===== config.mk =====
export PLATFORM = sky130hd
export DESIGN_NAME = fm_keyon_ctrl
export DESIGN_NICKNAME = d
export VERILOG_FILES = /design/src/rtl/fm_kc_pkg.sv /design/src/rtl/fm_kc_regdec.sv /design/src/rtl/fm_kc_slot_bank.sv /design/src/rtl/fm_kc_auto_gen.sv /design/src/rtl/fm_keyon_ctrl.sv
export SDC_FILE = /design/constraint.sdc
export NUM_CORES = 1
export LEC_CHECK = 0
export ABC_AREA = 1
export ABC_CLOCK_PERIOD_IN_PS = 1200
export CAP_MARGIN = 10
export CORE_UTILIZATION = 28
export CTS_BUF_LIST = sky130_fd_sc_hd__clkbuf_8
export CTS_CLUSTER_DIAMETER = 60
export DETAILED_ROUTE_END_ITERATION = 8
export PLACE_DENSITY = 0.55
export SYNTH_ARGS = -nofsm -noshare
export SYNTH_HDL_FRONTEND = slang
export SYNTH_SLANG_ARGS = --single-unit

===== constraint.sdc =====
create_clock -name clk -period 1.2 [get_ports clk]
set_input_delay 0.24 -clock clk [delete_from_list [all_inputs] [get_ports clk]]
set_output_delay 0.24 -clock clk [all_outputs]
set_load 0.02 [all_outputs]

===== src/rtl/fm_kc_pkg.sv =====
`timescale 1ns/1ps
package fm_kc_pkg;

   typedef enum logic [1:0] {
      CH3_NORMAL        = 2'b00,
      CH3_SPECIAL       = 2'b01,
      CH3_COMPOSITE     = 2'b10,
      CH3_SPECIAL_ALIAS = 2'b11
   } ch3_mode_e;

   // Only one encoding arms the timer-driven keying; the two special
   // encodings differ only in frequency handling outside this block.
   function automatic logic mode_is_composite(input ch3_mode_e m);
      return m == CH3_COMPOSITE;
   endfunction

endpackage


===== src/rtl/fm_kc_regdec.sv =====
`timescale 1ns/1ps
module fm_kc_regdec
   import fm_kc_pkg::*;
#(
   parameter int unsigned ADDR_W     = 8,
   parameter int unsigned DATA_W     = 8,
   parameter int unsigned MODE_ADDR  = 'h27,
   parameter int unsigned KEY_ADDR   = 'h28,
   parameter int unsigned MODE_LSB   = 6,
   parameter int unsigned KEY_LSB    = 4,
   parameter int unsigned CODE_W     = 3,
   parameter int unsigned CH_PER_GRP = 3,
   parameter int unsigned NUM_CH     = 6,
   parameter int unsigned NUM_SLOT   = 4
) (
   input  logic              clk,
   input  logic              rst_n,
   input  logic              wr_en,
   input  logic              bank_sel,
   input  logic [ADDR_W-1:0] wr_addr,
   input  logic [DATA_W-1:0] wr_data,
   output ch3_mode_e         mode_q,
   output logic [NUM_CH-1:0] chan_hit,
   output logic [NUM_SLOT-1:0] key_flags
);

   localparam int unsigned GRP_W = $clog2(CH_PER_GRP);

   logic              glob_wr;
   logic              mode_wr;
   logic              key_wr;
   logic [CODE_W-1:0] chan_code;
   logic              data_unused;

   assign glob_wr   = wr_en & ~bank_sel;
   assign mode_wr   = glob_wr && (wr_addr == ADDR_W'(MODE_ADDR));
   assign key_wr    = glob_wr && (wr_addr == ADDR_W'(KEY_ADDR));
   assign chan_code = wr_data[CODE_W-1:0];
   assign key_flags = wr_data[KEY_LSB +: NUM_SLOT];
   assign data_unused = ^wr_data;

   // Each channel owns one code: group number above the sub-field,
   // position within the group below it. Unused sub-codes match nothing.
   for (genvar ch = 0; ch < NUM_CH; ch++) begin : g_hit
      localparam int unsigned CODE_VAL =
         ((ch / CH_PER_GRP) << GRP_W) | (ch % CH_PER_GRP);
      assign chan_hit[ch] = key_wr && (chan_code == CODE_W'(CODE_VAL));
   end

   always_ff @(posedge clk or negedge rst_n) begin
      if (!rst_n) begin
         mode_q <= CH3_NORMAL;
      end else if (mode_wr) begin
         mode_q <= ch3_mode_e'(wr_data[MODE_LSB +: 2]);
      end
   end

endmodule


===== src/rtl/fm_kc_slot_bank.sv =====
`timescale 1ns/1ps
module fm_kc_slot_bank #(
   parameter int unsigned NUM_CH   = 6,
   parameter int unsigned NUM_SLOT = 4
) (
   input  logic                         clk,
   input  logic                         rst_n,
   input  logic [NUM_CH-1:0]            chan_hit,
   input  logic [NUM_SLOT-1:0]          key_flags,
   output logic [NUM_CH*NUM_SLOT-1:0]   man_lvl
);

   for (genvar ch = 0; ch < NUM_CH; ch++) begin : g_ch
      logic [NUM_SLOT-1:0] lvl_q;
      always_ff @(posedge clk or negedge rst_n) begin
         if (!rst_n) begin
            lvl_q <= '0;
         end else if (chan_hit[ch]) begin
            lvl_q <= key_flags;
         end
      end
      assign man_lvl[ch*NUM_SLOT +: NUM_SLOT] = lvl_q;
   end

endmodule


===== src/rtl/fm_kc_auto_gen.sv =====
`timescale 1ns/1ps
module fm_kc_auto_gen
   import fm_kc_pkg::*;
#(
   parameter int unsigned NUM_SLOT = 4
) (
   input  logic                clk,
   input  logic                rst_n,
   input  logic                tmr_ovf,
   input  logic                tmr_en,
   input  ch3_mode_e           mode,
   input  logic [NUM_SLOT-1:0] owner_lvl,
   output logic                auto_pulse
);

   logic fire;

   // A held manual key on the timed channel is the override state itself.
   assign fire = tmr_ovf & tmr_en & mode_is_composite(mode) & ~(|owner_lvl);

   always_ff @(posedge clk or negedge rst_n) begin
      if (!rst_n) begin
         auto_pulse <= 1'b0;
      end else begin
         auto_pulse <= fire;
      end
   end

endmodule


===== src/rtl/fm_keyon_ctrl.sv =====
`timescale 1ns/1ps
module fm_keyon_ctrl
   import fm_kc_pkg::*;
#(
   parameter int unsigned ADDR_W     = 8,
   parameter int unsigned DATA_W     = 8,
   parameter int unsigned MODE_ADDR  = 'h27,
   parameter int unsigned KEY_ADDR   = 'h28,
   parameter int unsigned MODE_LSB   = 6,
   parameter int unsigned KEY_LSB    = 4,
   parameter int unsigned CODE_W     = 3,
   parameter int unsigned CH_PER_GRP = 3,
   parameter int unsigned NUM_CH     = 6,
   parameter int unsigned NUM_SLOT   = 4,
   parameter int unsigned AUTO_CH    = 2
) (
   input  logic                       clk,
   input  logic                       rst_n,
   input  logic                       wr_en,
   input  logic                       bank_sel,
   input  logic [ADDR_W-1:0]          wr_addr,
   input  logic [DATA_W-1:0]          wr_data,
   input  logic                       tmr_ovf,
   input  logic                       tmr_en,
   output logic [NUM_CH*NUM_SLOT-1:0] key_lvl
);

   localparam int unsigned GRP_W   = $clog2(CH_PER_GRP);
   localparam int unsigned MAX_CH  = (1 << (CODE_W - GRP_W)) * CH_PER_GRP;

   if (AUTO_CH >= NUM_CH) begin : g_bad_auto
      $error("timed channel index outside the channel range");
   end
   if (NUM_CH > MAX_CH) begin : g_bad_code
      $error("channel code too narrow for the channel count");
   end
   if (KEY_LSB + NUM_SLOT > DATA_W || MODE_LSB + 2 > DATA_W) begin : g_bad_field
      $error("register field beyond the data width");
   end
   if (KEY_LSB < CODE_W) begin : g_bad_overlap
      $error("key flags overlap the channel code");
   end

   ch3_mode_e                  mode_q;
   logic [NUM_CH-1:0]          chan_hit;
   logic [NUM_SLOT-1:0]        key_flags;
   logic [NUM_CH*NUM_SLOT-1:0] man_lvl;
   logic [NUM_SLOT-1:0]        ch3_manual;
   logic                       auto_pulse;

   fm_kc_regdec #(
      .ADDR_W(ADDR_W), .DATA_W(DATA_W),
      .MODE_ADDR(MODE_ADDR), .KEY_ADDR(KEY_ADDR),
      .MODE_LSB(MODE_LSB), .KEY_LSB(KEY_LSB),
      .CODE_W(CODE_W), .CH_PER_GRP(CH_PER_GRP),
      .NUM_CH(NUM_CH), .NUM_SLOT(NUM_SLOT)
   ) u_dec (
      .clk(clk), .rst_n(rst_n), .wr_en(wr_en), .bank_sel(bank_sel),
      .wr_addr(wr_addr), .wr_data(wr_data),
      .mode_q(mode_q), .chan_hit(chan_hit), .key_flags(key_flags)
   );

   fm_kc_slot_bank #(
      .NUM_CH(NUM_CH), .NUM_SLOT(NUM_SLOT)
   ) u_bank (
      .clk(clk), .rst_n(rst_n), .chan_hit(chan_hit),
      .key_flags(key_flags), .man_lvl(man_lvl)
   );

   assign ch3_manual = man_lvl[AUTO_CH*NUM_SLOT +: NUM_SLOT];

   fm_kc_auto_gen #(
      .NUM_SLOT(NUM_SLOT)
   ) u_auto (
      .clk(clk), .rst_n(rst_n), .tmr_ovf(tmr_ovf), .tmr_en(tmr_en),
      .mode(mode_q), .owner_lvl(ch3_manual), .auto_pulse(auto_pulse)
   );

   for (genvar ch = 0; ch < NUM_CH; ch++) begin : g_out
      if (ch == AUTO_CH) begin : g_timed
         assign key_lvl[ch*NUM_SLOT +: NUM_SLOT] =
            man_lvl[ch*NUM_SLOT +: NUM_SLOT] | {NUM_SLOT{auto_pulse}};
      end else begin : g_plain
         assign key_lvl[ch*NUM_SLOT +: NUM_SLOT] = man_lvl[ch*NUM_SLOT +: NUM_SLOT];
      end
   end

endmodule


Word-level counts from Yosys, hierarchy flattened:

Index checks and enable logic that the tools add are counted.
W data, S select, Z words.

* bitwise logic cells: 7
* reductions and logical operators: 10
* equal/unequal tests: 8

Operators by type and width (number)
* $eq A8 B6 Y1 const B: 2
* $eq A3 B3 Y1 const B: 3
* $logic_and A1 B1 Y1: 8
* $and A1 B1 Y1: 4
* $or A4 B4 Y4: 1
* $reduce_or A4 Y1: 1
* $eq A3 B1 Y1 const B: 1
* $eq A3 B2 Y1 const B: 1
* $logic_not A3 Y1: 1
* $eq A2 B2 Y1 const B: 1
* $not A1 Y1: 2

* bits in registers: 27
* bits of input ports: 22

Longest topological paths before layout:

* word-level depth: 4
* mapped depth: 8
* gate-level depth less buffers: 7

By module:

Synthesis repeated with hierarchy kept, for this count alone.

* cell total of the unflattened synthesis: 165
* area total of the unflattened synthesis: 1257.5 um^2

By module, submodules not included
* fm_kc_slot_bank: cells an instance 102, times used 1, area an instance 893.4 um^2
* fm_kc_regdec: cells an instance 44, times used 1, area an instance 266.5 um^2
* fm_kc_auto_gen: cells an instance 10, times used 1, area an instance 63.8 um^2
* fm_keyon_ctrl: cells an instance 9, times used 1, area an instance 33.8 um^2

Least setup slack after synthesis:

No wires, ideal clock.

* path type: input -> register
* start point: in wr_addr[7]
* end point: reg u_bank.g_ch[0].lvl_q[0]
* library setup time: 0.117 ns
* path buffers: 1
* slack: 0.061 ns
* data arrival time: 1.022 ns
* data required time: 1.083 ns
* stages on the path: 6
* path through: or2_1 > nor2_4 > buf_4 > nand3_2 > nand2_1 > nand2_1

* word-level cells in the longest chain between the ends: 3

RTL lines
* start, declared: line fm_keyon_ctrl.sv:21 `input logic [ADDR_W-1:0] wr_addr,`
* $eq A8 B6 Y1: line fm_kc_regdec.sv:37 `assign key_wr = glob_wr && (wr_addr == ADDR_W'(KEY_ADDR));`
* $logic_and A1 B1 Y1: line fm_kc_regdec.sv:37
* $logic_and A1 B1 Y1: line fm_kc_regdec.sv:47 `assign chan_hit[ch] = key_wr && (chan_code == CODE_W'(CODE_VAL));`
* end signal, assigned: line fm_kc_slot_bank.sv:19 `lvl_q <= key_flags;`
* end, declared: line fm_kc_slot_bank.sv:14 `logic [NUM_SLOT-1:0] lvl_q;`

Every way passes these cells.
A chain may end at the register's enable or synchronous reset.

Worst setup path after layout:

* start point: reg u_bank.g_ch[1].lvl_q[3]
* end point: out key_lvl[7]

RTL lines
* start, declared: line fm_kc_slot_bank.sv:14
* start signal, assigned: line fm_kc_slot_bank.sv:19
* end, declared: line fm_keyon_ctrl.sv:25 `output logic [NUM_CH*NUM_SLOT-1:0] key_lvl`

No word-level cell between the ends.

==> summary by stage <==
Detailed routing
The count of TritonRoute iterations in the first routing pass is 4. The average via count per standard cell is 4.40. The DRC violation total after the first TritonRoute iteration is 79. The detail route stage leaves a number of antenna-violating nets equal to 0. The final routed wire length divided by cell count is 12.4 microns.

The routed layout has 1,343 vias. After detailed routing, the total wire length is 3780 microns. The count of unresolved DRC violations after routing is 0.

Logic synthesis
The flip-flop cell with the highest count after synthesis is sky130_fd_sc_hd__dfrtp_1. The top cell type's share of synthesized area is 0.450. Counting flops and latches in the post-synthesis netlist gives 27. The number of nets handed over by synthesis was between 150 and 200. The synthesized area is about 0.0015 sq mm. Of all cell types, the one taking the most synthesized area is sky130_fd_sc_hd__dfrtp_1. The commonest cells after synthesis are sky130_fd_sc_hd__nand2_1, sky130_fd_sc_hd__nand4_1, sky130_fd_sc_hd__dfrtp_1, sky130_fd_sc_hd__buf_4, sky130_fd_sc_hd__inv_1. The share of the Yosys chip area taken by registers is 0.450.

By area the synthesized netlist is led by sky130_fd_sc_hd__dfrtp_1, sky130_fd_sc_hd__nand2_1, sky130_fd_sc_hd__nand4_1, sky130_fd_sc_hd__buf_4, sky130_fd_sc_hd__nor3_4. The number of enable flip-flop cells after synthesis is 0. The number of distinct library cell variants in the gate-level netlist after synthesis is 15. After technology mapping, the gate count stands at 175.

The average cell area after synthesis is 8.59 sq um. In the synthesized netlist the async set-or-reset flop fraction comes to 1.00. The number of warning messages in the yosys log is 0.

The library cell with the highest instance count after synthesis is sky130_fd_sc_hd__nand2_1.

Floorplan
From left edge to right edge, the die measures 75.3 microns. The area enclosed by the die boundary is around 0.0057 sq mm. The initial utilization of the core area, before any placement, comes to 0.292. The floorplan has 26 rows. 46 I/O pins were placed.

The die span in y is 75.3 microns. The total area inside the core boundary comes to 0.00514 sq mm.

Clock tree
CTS saw 27 sinks. Clock-pin slew was measured on the worst setup and hold paths at 100 ps. Clock tree synthesis inserted a total of 3 buffers.

The buffer cell driving the clock tree root is sky130_fd_sc_hd__clkbuf_8. The later-pin clock latency in the skew report is between 200 and 300 ps. The count of hold-fix buffers inserted at cts is 0. The H-tree depth reported by CTS is 1. The number of buffers on the longest clock path is 2. TritonCTS built the clock tree.

STA
The final setup violation count is 0. The headroom to the max-slew limit is 0.788. Dividing the final minimum period by the clock period gives 0.976. Setup repair after global routing could not meet its margin everywhere. The final critical-path required period is 1170 ps.

Static timing analysis puts the maximum clock frequency at approximately 0.85 GHz. The final number of hold-violating endpoints is 0. The number of max-slew violations in the final report is 0. The transition time of the tightest slew-check pin is between 300 and 400 ps. Between clock sinks in the finished design, the worst skew comes to 6.74 ps.

Critical path
The endpoint of the worst-slack reg-to-reg timing path is u_bank.g_ch[2].lvl_q[2]. The category of the most critical setup path is flop to primary output. STA classifies the critical path startpoint as a flop. The number of cells on the worst reg-to-reg path is 4.

The arrival time at the worst endpoint is 930 ps. At the worst endpoint, the required time is 960 ps. The largest stage delay on the critical path is approximately 380 ps. STA classifies the critical path endpoint as a primary output.

The largest individual stage delay along the critical path comes from the cell sky130_fd_sc_hd__dfrtp_1. The category of cells accounting for the largest share of critical-path delay is flip-flops. Traced cell by cell, the critical path runs through clkdlybuf4s15_1.

The combined buffer and inverter count along the critical path is 1. The maximum fanout along the worst path is 2. The worst register-to-register path begins at u_bank.g_ch[2].lvl_q[2]. The minimum setup slack among reg-to-reg paths is around 350 ps.

Placed design
The post-placement cell count is 287. The final RePlAce weighted congestion is 0.659. The placed standard-cell area is 0.00208 sq mm.

Detailed placement finished with a half-perimeter wire length of roughly 2400 microns. The count of buffers from port buffering is 44.

Cells and area
The area used by multi-input combinational logic is 683 sq um. 0 antenna diodes ended up in the layout. The number of cells in the finished layout apart from fillers is between 300 and 400. The layout overhead on the synthesized area is 53.2%. The final-stage net count is between 200 and 300. The sequential cell area is 676 sq um. After routing the design area is 0.00230 sq mm. The layout has about 540 filler cells. The share of layout cells above drive strength 1 is 0.417.

Status
The run finished with clean final reports.

Global route
For this run the aggregate overflow at the end of global routing stands at 0. Entering global routing, the biggest net connects 28 pins. The number of antenna violations at the first check in global routing was 0. The global-route wire length before repair is between 6000 and 7000 microns. The via count of the first global-routing pass was 1,369. The total routing usage reported by global routing is 0.146.

Pwr
The leakage power is 0.00119 uW. The share of total power dissipated in combinational logic is 0.157. The net switching power is 429 uW. The power density relative to cell area is 741 mW/mm^2. Cell internal power was estimated by the tool at 1280 uW. Of the total power, the share spent switching nets is 0.251. The share of power burned in registers is 0.538. IR analysis of the VDD net gives a maximum drop of between 400 and 500 uV. Of the total power, the clock network draws 0.305.

Job
The count of max-cap constraint violations is 0.

Worst hold path
The path type of the worst min-delay path is input pin to asynchronous set/reset pin.
-- registers in the layout (all words and copies together), names as in the netlist --
register,count
u_auto.auto_pulse,1
u_dec.mode_q,2
u_bank.g_ch.lvl_q,24
-- layout by cell type, fill, tap and decap left out --
master / count
sky130_fd_sc_hd__nor3_2: 2
sky130_fd_sc_hd__inv_1: 6
sky130_fd_sc_hd__clkdlybuf4s15_1: 2
sky130_fd_sc_hd__buf_2: 3
sky130_fd_sc_hd__buf_12: 4
sky130_fd_sc_hd__nor2_2: 1
sky130_fd_sc_hd__clkdlybuf4s50_1: 7
sky130_fd_sc_hd__inv_2: 8
sky130_fd_sc_hd__clkdlybuf4s15_2: 2
sky130_fd_sc_hd__nand2_2: 10
sky130_fd_sc_hd__nand4_1: 28
sky130_fd_sc_hd__buf_6: 6
sky130_fd_sc_hd__nor2_4: 2
sky130_fd_sc_hd__buf_4: 28
sky130_fd_sc_hd__dfrtp_1: 27
sky130_fd_sc_hd__clkbuf_2: 14
sky130_fd_sc_hd__clkbuf_8: 3
sky130_fd_sc_hd__dlygate4sd2_1: 11
sky130_fd_sc_hd__nor2_1: 4
sky130_fd_sc_hd__nand3_4: 7
sky130_fd_sc_hd__nand2_1: 50
sky130_fd_sc_hd__buf_16: 3
sky130_fd_sc_hd__buf_8: 1
sky130_fd_sc_hd__or2_1: 1
sky130_fd_sc_hd__nor3_4: 4
sky130_fd_sc_hd__dlymetal6s2s_1: 1
-- cell type report --
class	instances	area share
sequential	27	0.293
clock buffer	3	0.0179
timing repair buffer	82	0.331
clock inverter	1	0.00163
tap	70	0.0380
multi-input combinational	109	0.297
inverter	13	0.0212
-- worst max-delay path by stage --
stage,from,to,slack [ps],depth (start not counted)
global route,u_bank.g_ch[2].lvl_q[1],key_lvl[9],-10,3
detailed placement,wr_data[1],u_bank.g_ch[1].lvl_q[1],-420,6
global placement,wr_data[1],u_bank.g_ch[1].lvl_q[2],-410,6
finish,u_bank.g_ch[1].lvl_q[3],key_lvl[7],30,1
CTS,wr_addr[4],u_bank.g_ch[4].lvl_q[2],-0.9,9
floorplan,wr_addr[7],u_bank.g_ch[0].lvl_q[0],60,6
-- per-layer routing --
metal  global-route usage  routed length (microns)  vias up
li1                     -                        -      686
met1                0.200                     1670      596
met2                0.235                     1780       55
met3               0.0201                      269        6
met4               0.0597                       61        0
met5                    0                        0        -
-- what timing repair did --
item	in CTS	in global routing
endpoints found under the setup margin	50	48
resized for setup	88	44
setup buffers	8	4
cloned	5	0
pin swaps	16	10
-- kinds of logic (layout without fill, tap and decap cells) --
kind of cell / count (synthesis) / in the layout / synth area share
flip-flops: 27 / 27 / 0.450
buffers and inverters: 39 / 99 / 0.156
AND/OR/NAND/NOR: 109 / 109 / 0.395
-- power groups by stage --
stage | Clock [uW] | Combinational, uW | Sequential (uW)
2_1_floorplan | 0 | 69.7 | 935
3_3_place_gp | 0 | 244 | 936
3_5_place_dp | 0 | 247 | 935
4_1_cts | 520 | 274 | 918
5_1_grt | 563 | 289 | 919
6_report | 520 | 267 | 918
-- stage by stage --
step	hold WS [ps]	power, uW	TNS, ps	worst slack (ps)	util
final	316	1710	0	28.5	0.448
after global routing	325	1770	-13.6	-13.6	0.448
after CTS	330	1710	-1.20	-0.881	0.459
after detailed placement	462	1180	-9910	-417	0.404
after global placement	459	1180	-9780	-414	0.404
after floorplan	-55.6	1000	0	61.2	-
(Power assumes the default switching activity.)
